==> src/rtl/twbus_unjam_pkg.sv <==
package twbus_unjam_pkg;

    typedef enum logic [3:0] {
        ST_IDLE,
        ST_RELEASE,
        ST_CLK_LOW,
        ST_CLK_RISE,
        ST_CLK_HIGH,
        ST_START_SETUP,
        ST_START_HOLD,
        ST_BUS_FREE,
        ST_FINISH
    } unjam_state_t;

    function automatic int max_of(input int a, input int b);
        return (a > b) ? a : b;
    endfunction

endpackage

==> src/rtl/twu_phase_timer.sv <==
// Phase timer: counts cycles since the last clear; expired marks the
// final cycle of a phase that lasts len cycles.
module twu_phase_timer #(
    parameter int W = 8
) (
    input  logic         clk,
    input  logic         rst_n,
    input  logic         clear,
    input  logic [W-1:0] len,
    output logic         expired
);
    logic [W-1:0] cnt_q;

    always_ff @(posedge clk or negedge rst_n) begin
        if (!rst_n) begin
            cnt_q <= '0;
        end else if (clear) begin
            cnt_q <= '0;
        end else begin
            cnt_q <= cnt_q + 1'b1;
        end
    end

    assign expired = (cnt_q == (len - 1'b1));
endmodule

==> src/rtl/twu_pulse_tally.sv <==
// Counts finished clock pulses and remembers whether the data line was
// read high at the end of any high phase.
module twu_pulse_tally #(
    parameter int NUM_PULSES = 9,
    localparam int CW = $clog2(NUM_PULSES + 1)
) (
    input  logic clk,
    input  logic rst_n,
    input  logic clear,
    input  logic step,
    input  logic sda_sample,
    output logic last_pulse,
    output logic seen_high
);
    logic [CW-1:0] count_q;

    always_ff @(posedge clk or negedge rst_n) begin
        if (!rst_n) begin
            count_q   <= '0;
            seen_high <= 1'b0;
        end else if (clear) begin
            count_q   <= '0;
            seen_high <= 1'b0;
        end else if (step) begin
            count_q   <= count_q + 1'b1;
            seen_high <= seen_high | sda_sample;
        end
    end

    assign last_pulse = (count_q == CW'(NUM_PULSES - 1));
endmodule

==> src/rtl/twbus_unjam.sv <==
module twbus_unjam
    import twbus_unjam_pkg::*;
#(
    parameter int LOW_CYC    = 40,
    parameter int HIGH_CYC   = 40,
    parameter int SETUP_CYC  = 50,
    parameter int HOLD_CYC   = 50,
    parameter int BUF_CYC    = 3000,
    parameter int NUM_PULSES = 9
) (
    input  logic clk,
    input  logic rst_n,
    input  logic start_i,
    input  logic scl_i,
    input  logic sda_i,
    output logic scl_pull_o,
    output logic sda_pull_o,
    output logic busy_o,
    output logic done_o,
    output logic wedged_o,
    output logic pins_warn_o
);
    localparam int MAX_LEN = max_of(max_of(max_of(LOW_CYC, HIGH_CYC),
                                           max_of(SETUP_CYC, HOLD_CYC)), BUF_CYC);
    localparam int TW = $clog2(MAX_LEN + 1);
    localparam logic [TW-1:0] LEN_LOW   = TW'(LOW_CYC);
    localparam logic [TW-1:0] LEN_HIGH  = TW'(HIGH_CYC);
    localparam logic [TW-1:0] LEN_SETUP = TW'(SETUP_CYC);
    localparam logic [TW-1:0] LEN_HOLD  = TW'(HOLD_CYC);
    localparam logic [TW-1:0] LEN_BUF   = TW'(BUF_CYC);

    unjam_state_t state_q, state_d;
    logic [TW-1:0] phase_len;
    logic phase_done, timer_clear;
    logic start_ok, high_end, last_pulse, seen_high, bus_live;

    assign start_ok    = (state_q == ST_IDLE) && start_i;
    assign high_end    = (state_q == ST_CLK_HIGH) && phase_done;
    assign bus_live    = seen_high || sda_i;
    assign timer_clear = (state_d != state_q) || (state_q == ST_IDLE);

    always_comb begin
        unique case (state_q)
            ST_CLK_LOW:     phase_len = LEN_LOW;
            ST_START_SETUP: phase_len = LEN_SETUP;
            ST_START_HOLD:  phase_len = LEN_HOLD;
            ST_BUS_FREE:    phase_len = LEN_BUF;
            default:        phase_len = LEN_HIGH;
        endcase
    end

    twu_phase_timer #(.W(TW)) u_timer (
        .clk     (clk),
        .rst_n   (rst_n),
        .clear   (timer_clear),
        .len     (phase_len),
        .expired (phase_done)
    );

    twu_pulse_tally #(.NUM_PULSES(NUM_PULSES)) u_tally (
        .clk        (clk),
        .rst_n      (rst_n),
        .clear      (start_ok),
        .step       (high_end),
        .sda_sample (sda_i),
        .last_pulse (last_pulse),
        .seen_high  (seen_high)
    );

    // Next-state logic
    always_comb begin
        state_d = state_q;
        unique case (state_q)
            ST_IDLE:        if (start_i)    state_d = ST_RELEASE;
            ST_RELEASE:     if (phase_done) state_d = ST_CLK_LOW;
            ST_CLK_LOW:     if (phase_done) state_d = ST_CLK_RISE;
            ST_CLK_RISE:    if (scl_i)      state_d = ST_CLK_HIGH;
            ST_CLK_HIGH: begin
                if (phase_done) begin
                    if (!last_pulse)   state_d = ST_CLK_LOW;
                    else if (bus_live) state_d = ST_START_SETUP;
                    else               state_d = ST_FINISH;
                end
            end
            ST_START_SETUP: if (phase_done) state_d = ST_START_HOLD;
            ST_START_HOLD:  if (phase_done) state_d = ST_BUS_FREE;
            ST_BUS_FREE:    if (phase_done) state_d = ST_FINISH;
            ST_FINISH:                      state_d = ST_IDLE;
            default:                        state_d = ST_IDLE;
        endcase
    end

    // State register
    always_ff @(posedge clk or negedge rst_n) begin
        if (!rst_n) state_q <= ST_IDLE;
        else        state_q <= state_d;
    end

    // Result flags: cleared on acceptance, held after done
    always_ff @(posedge clk or negedge rst_n) begin
        if (!rst_n) begin
            wedged_o    <= 1'b0;
            pins_warn_o <= 1'b0;
        end else if (start_ok) begin
            wedged_o    <= 1'b0;
            pins_warn_o <= 1'b0;
        end else begin
            if (high_end && last_pulse && !bus_live)
                wedged_o <= 1'b1;
            if ((state_q == ST_START_SETUP) && phase_done && !(scl_i && sda_i))
                pins_warn_o <= 1'b1;
        end
    end

    // Moore outputs
    always_comb begin
        scl_pull_o = 1'b0;
        sda_pull_o = 1'b0;
        done_o     = 1'b0;
        busy_o     = (state_q != ST_IDLE);
        unique case (state_q)
            ST_CLK_LOW:    scl_pull_o = 1'b1;
            ST_START_HOLD: sda_pull_o = 1'b1;
            ST_FINISH:     done_o     = 1'b1;
            default: ;
        endcase
    end
endmodule

==> config.mk <==
export PLATFORM = sky130hd
export DESIGN_NAME = twbus_unjam
export DESIGN_NICKNAME = d
export VERILOG_FILES = /design/src/rtl/twbus_unjam_pkg.sv /design/src/rtl/twu_phase_timer.sv /design/src/rtl/twu_pulse_tally.sv /design/src/rtl/twbus_unjam.sv
export SDC_FILE = /design/constraint.sdc
export NUM_CORES = 1
export LEC_CHECK = 0
export ABC_AREA = 1
export ABC_CLOCK_PERIOD_IN_PS = 3800
export BUFFER_PORTS_ARGS = -buffer_cell sky130_fd_sc_hd__clkbuf_2
export CORE_MARGIN = 2
export CORE_UTILIZATION = 45
export CTS_CLUSTER_SIZE = 24
export DETAILED_ROUTE_END_ITERATION = 7
export HOLD_SLACK_MARGIN = 0.08
export PLACE_DENSITY = 0.6
export SETUP_SLACK_MARGIN = 0.4
export SLEW_MARGIN = 20
export SYNTH_ARGS = -nofsm -noshare
export SYNTH_HDL_FRONTEND = slang
export SYNTH_HIERARCHICAL = 1
export SYNTH_SLANG_ARGS = --single-unit
==> constraint.sdc <==
create_clock -name clk -period 3.8 [get_ports clk]
set_input_delay 0 -clock clk [delete_from_list [all_inputs] [get_ports clk]]
set_output_delay 0 -clock clk [all_outputs]
set_load 0.01 [all_outputs]
# Word level (Yosys, flattened, before mapping)

Index checks and enable logic that the tools add are counted.
W data, S select, Z words.

Add/subtract/negate cells: 3
Equality and inequality tests: 11
Reduce and logical (&&, ||, !) cells: 17
Bitwise operators: 1
Muxes and demuxes: 24

Operator list:

| operator                | number |
|---|---|
| $mux W4                 | 12 |
| $pmux W4 S8             | 1 |
| $pmux W12 S2            | 1 |
| $eq A4 B3 Y1 const B    | 4 |
| $add A12 B1 Y12 const B | 1 |
| $eq A12 B12 Y1          | 1 |
| $mux W12                | 1 |
| $sub A12 B1 Y12 const B | 1 |
| $mux W1                 | 9 |
| $eq A4 B2 Y1 const B    | 2 |
| $eq A4 B4 Y1 const B    | 2 |
| $logic_and A1 B1 Y1     | 7 |
| $reduce_bool A2 Y1      | 3 |
| $add A4 B1 Y4 const B   | 1 |
| $eq A4 B1 Y1 const B    | 1 |
| $logic_not A4 Y1        | 1 |
| $ne A4 B4 Y1            | 1 |
| $reduce_bool A4 Y1      | 1 |
| $logic_not A1 Y1        | 2 |
| $logic_or A1 B1 Y1      | 2 |
| $reduce_or A2 Y1        | 1 |
| $or A1 B1 Y1            | 1 |

Output and inout bits: 6
Register bits after elaboration: 23

# Longest topological paths before layout

Word-level depth: 10
Depth in mapped cells: 29

# Cells and area by module

The synthesis kept the hierarchy.

Modules (own cells, without submodules):

| module          | area an instance (um^2) | cells an instance | instances | seq. area each (um^2) |
|---|---|---|---|---|
| twu_phase_timer | 1029.7                  | 164               | 1         | 300.3 |
| twbus_unjam     | 545.5                   | 87                | 1         | 150.1 |
| twu_pulse_tally | 262.8                   | 31                | 1         | 125.1 |

# Worst setup path after synthesis

Ideal clock, no wire load.

Path type: register -> register
Start: reg state_q[3]
End: reg u_timer.cnt_q[7]
Required time: 3.674 ns
Library setup time: 0.126 ns
Stages on the path, launching flop included: 27
Path slack: 0.278 ns
Data arrival time: 3.396 ns
Path buffers: 0
Cells stage by stage: dfrtp_1 > inv_2 > nand2_2 > nor2_1 > nand2_1 > inv_1 > inv_1 > ha_1 > inv_1 > nand2_1 > nand2_1 > nor2_1 > nand2_1 > nor2_1 > nand3_1 > nor2_1 > nand3_1 > nor2_1 > inv_1 > nor2_2 > nand3_1 > nand4_1 > nor2_1 > nand2_1 > inv_1 > o21ai_0 > a21oi_1

Longest elaborated chain between the ends: 10
Elaborated cells on any way between the ends: 24

Ends and longest elaborated chain:

| item                              | RTL line              | RTL |
|---|---|---|
| from (decl)                       | twbus_unjam.sv:32     | `unjam_state_t state_q, state_d;` |
| from (signal assigned)            | twbus_unjam.sv:96     | `else state_q <= state_d;` |
| $eq A4 B3 Y1                      | twbus_unjam.sv:43     | `unique case (state_q)` |
| $reduce_or A2 Y1 (no source line) | n/a                   |  |
| $pmux W12 S2 *                    | twbus_unjam.sv:43     |  |
| named net phase_len[4]            | twbus_unjam.sv:33     | `logic [TW-1:0] phase_len;` |
| $sub A12 B1 Y12 *                 | twu_phase_timer.sv:24 | `assign expired = (cnt_q == (len - 1'b1));` |
| $eq A12 B12 Y1 *                  | twu_phase_timer.sv:24 |  |
| named net phase_done              | twbus_unjam.sv:34     | `logic phase_done, timer_clear;` |
| $mux W4 (tied with other cells)   | twbus_unjam.sv:87     | `ST_BUS_FREE: if (phase_done) state_d = ST_FINISH;` |
| $pmux W4 S8 *                     | twbus_unjam.sv:73     | `unique case (state_q)` |
| $ne A4 B4 Y1 *                    | twbus_unjam.sv:40     | `assign timer_clear = (state_d != state_q) \|\| (state_q == ST_IDLE);` |
| $logic_or A1 B1 Y1 *              | twbus_unjam.sv:40     |  |
| named net timer_clear             | twbus_unjam.sv:34     |  |
| $mux W12 *                        | twu_phase_timer.sv:17 | `end else if (clear) begin` |
| to (signal assigned)              | twu_phase_timer.sv:20 | `cnt_q <= cnt_q + 1'b1;` |
| to (decl)                         | twu_phase_timer.sv:12 | `logic [W-1:0] cnt_q;` |

The timed path passes the listed nets; every way through them passes the cells marked *.
A chain may end at the register's enable or synchronous reset.

# Final worst setup path

Start: reg state_q[3]
End: reg u_timer.cnt_q[6]

The elaborated chain is that of the path after synthesis.

==> impl_metrics.json <==
{
  "max-vdd-ir-drop_v": 0.000142,
  "power_mw": 0.426,
  "p_clk_share_pct": 36.4,
  "tightest_slew_ns": 0.591,
  "synth-async-reset-ratio_pct": 100,
  "cts_htree_levels": 1,
  "cts_tree": "done",
  "die_w_um": 67.9,
  "routed_via_density": 4.68,
  "drc_errors": 0,
  "postRouteAntennaNets": 0,
  "final.setup.tns_ns": 0,
  "netlist_area_mm2": 0.00184,
  "worstPathMaxFanout": 6,
  "gr-usage-all-layers_pct": 18.7,
  "endpoint_kind": "flip-flop",
  "ys_seq_area_share_pct": 31.3,
  "grt_max_degree": 24,
  "fmax_ghz": 0.317,
  "maxSlewViolCount": 0,
  "synth_top_flop_cell": "dfrtp_1",
  "nNetsFinal": 330,
  "p_int_mw": 0.329,
  "core_mm2": 0.00397,
  "power_switching_share_pct": 22.9,
  "period_share_pct": 83.1,
  "dp_hpwl_mm": 2.99,
  "final_cell_mix": "nand2_1, nor2_1, inv_1",
  "skew_ns": 0.0148,
  "ys_top_cells_by_area": "dfrtp_1, nand2_1, nor2_1, inv_1, nand3_1",
  "n_fill_cell": 405,
  "routedWlPerCell_um": 10.7,
  "grt_pass1_wl_mm": 6.64,
  "hold_violations": 0,
  "wl_mm": 3.95,
  "root_buffer": "clkbuf_8",
  "setup_viol": 0,
  "outcome": "finished clean",
  "io_buffer_count": 10,
  "grt-ovfl-total": 0,
  "syn_inst": 282,
  "start_kind": "flip-flop",
  "p_switching_mw": 0.0978,
  "final_common_cell": "nand2_1",
  "drt_iter0_drc": 103,
  "area_delta_synth_final_pct": 21.6,
  "initial_core_util_pct": 46.3,
  "io_pins": 11,
  "slew_headroom_pct": 60.6,
  "grt_setup_unrepaired": "no",
  "cts_buffers": 3,
  "first_global_vias": 1519,
  "yosysUniqueCellTypes": 28,
  "antenna_found_initial": 0,
  "min-delay-path-class": "input port to flip-flop",
  "yosys.area.top_type_share_pct": 31.3,
  "seqPwrFrac_pct": 57.3,
  "period_needed_ns": 3.16,
  "yosysWarnings": 6,
  "drt_pre_antenna_iters": 5,
  "syn_area_per_cell_um2": 6.52,
  "p_leak_nw": 1.18,
  "synth_enable_flop_cells": 0,
  "cts.path.max_buffers": 2,
  "final_cells": 370,
  "synth-seq-cells": 23,
  "combPwrFrac_pct": 6.3,
  "dieArea_mm2": 0.00461,
  "drive_gt1_share_pct": 26.3,
  "drv_cap": 0,
  "clk_latency_ns": 0.27,
  "vias": 1731,
  "crit_type": "flip-flop to flip-flop",
  "clock-sinks": 23,
  "synth_largest_area_cell": "dfrtp_1",
  "die_h_um": 67.9,
  "clkSlewWorstSetupHoldPaths_ns": 0.09,
  "rows": 23,
  "p_per_area_mw_per_mm2": 191,
  "antenna_cells": 0,
  "crit_required_ns": 3.98,
  "gp_congestion": 0.848,
  "dp.cells": 359,
  "arrival_ns": 3.34
}
==> state kept, by name, indices dropped and copies added, names as in the netlist <==
signal	flops
u_tally/seen_high	1
u_tally/count_q	4
u_timer/cnt_q	12
pins_warn_o	1
wedged_o	1
state_q	4
==> layout make-up <==
cell class	count	area [µm²]	area share, %
clock buffers	4	45.0	2.02
inverters	42	168	7.50
multi-input cells	230	1230	55.2
flip-flops and latches	23	578	25.9
well taps	50	62.6	2.80
repair buffers	21	148	6.61
==> routing by layer <==
layer / up-vias / wire length, µm / global-route usage [%]
met3: 2 / 122 / 2.47
met4: 0 / 20 / 3.75
li1: 940 / - / -
met2: 25 / 1780 / 29.0
met5: - / 0 / 0
met1: 764 / 2020 / 27.7
==> synthesized netlist by cell type, types with 4 or more instances <==
master / number
a21oi_1: 12
dfrtp_1: 23
ha_1: 4
inv_1: 35
inv_2: 6
nand2_1: 78
nand2_2: 12
nand3_1: 18
nor2_1: 40
nor2_2: 14
nor2_4: 5
nor3_1: 4
o21ai_0: 7
xor2_1: 5
==> power groups by stage <==
| stage | Sequential [mW] | Clock [mW] | Combinational, mW |
|---|---|---|---|
| 2_1_floorplan | 0.249 | 0 | 0.0138 |
| 3_5_place_dp | 0.249 | 0 | 0.0232 |
| 6_report | 0.244 | 0.155 | 0.0268 |
| 5_1_grt | 0.245 | 0.167 | 0.0318 |
| 3_3_place_gp | 0.249 | 0 | 0.0232 |
| 4_1_cts | 0.245 | 0.160 | 0.0256 |
==> worst max-delay path, stage by stage, from the launching register on <==
cell,delay [ns]
dfrtp_2,0.46
inv_4,0.10
nand2_4,0.07
nor2_4,0.12
nand2_2,0.07
inv_2,0.08
inv_2,0.04
ha_4,0.25
inv_1,0.03
nand2_1,0.05
nand2_1,0.05
nor2_1,0.08
nand2_1,0.07
nor2_1,0.10
nand3_1,0.09
nor2_1,0.12
nand3_1,0.09
nor2_2,0.18
buf_6,0.14
nand3_2,0.09
nand2_1,0.09
nor2_2,0.04
nand3_1,0.06
nand2_1,0.06
nor2_2,0.14
nand2_4,0.08
buf_6,0.14
nor3_4,0.17
==> stage by stage <==
step | cell area (µm²) | hold WS [ns] | utilization [%] | setup slack, ns
detailed placement | 2020 | 0.0390 | 51.0 | 0.355
global placement | 2020 | 0.0397 | 51.0 | 0.384
floorplan | 1890 | -0.296 | - | 0.404
global route | 2230 | 0.120 | 56.3 | 0.359
CTS | 2100 | 0.0818 | 53.0 | 0.411
finish | 2230 | 0.0904 | 56.3 | 0.641
==> cells by family after synthesis <==
group,Yosys count,share of synthesized area (%)
adders and majority gates,4,2.72
buffers and inverters,43,9.46
DFF,23,31.3
xor gates and xnor gates,6,2.86
AOI/OAI and AO/OA,26,8.17
and+or+nand+nor,178,45.1
other,2,0.409
==> path summary, 6_finish.rpt <==
kind | startpoint | endpoint | slack (ns) | cells after the start
min in group asynchronous | rst_n | state_q[2]$_DFF_PN0_ | 0.25 | 2
worst min register to register | pins_warn_o$_DFFE_PN0P_ | pins_warn_o$_DFFE_PN0P_ | 0.51 | 2
worst max register to register | state_q[3]$_DFF_PN0_ | u_timer/cnt_q[6]$_DFF_PN0_ | 0.64 | 27
worst min-delay path | start_i | state_q[0]$_DFF_PN0_ | 0.09 | 5
max in group asynchronous | rst_n | state_q[1]$_DFF_PN0_ | 3.13 | 2
worst max-delay path | state_q[3]$_DFF_PN0_ | u_timer/cnt_q[6]$_DFF_PN0_ | 0.64 | 27
==> repair_timing <==
item,4_1_cts,5_1_grt
setup endpoints to repair,9,12
buffers inserted,0,4
hold buffers,3,0
gates resized for setup,1,32
hold endpoints to repair,25,0
pin swaps,0,15
cloned,0,0
Note: power is estimated with default switching activity, not from simulation.
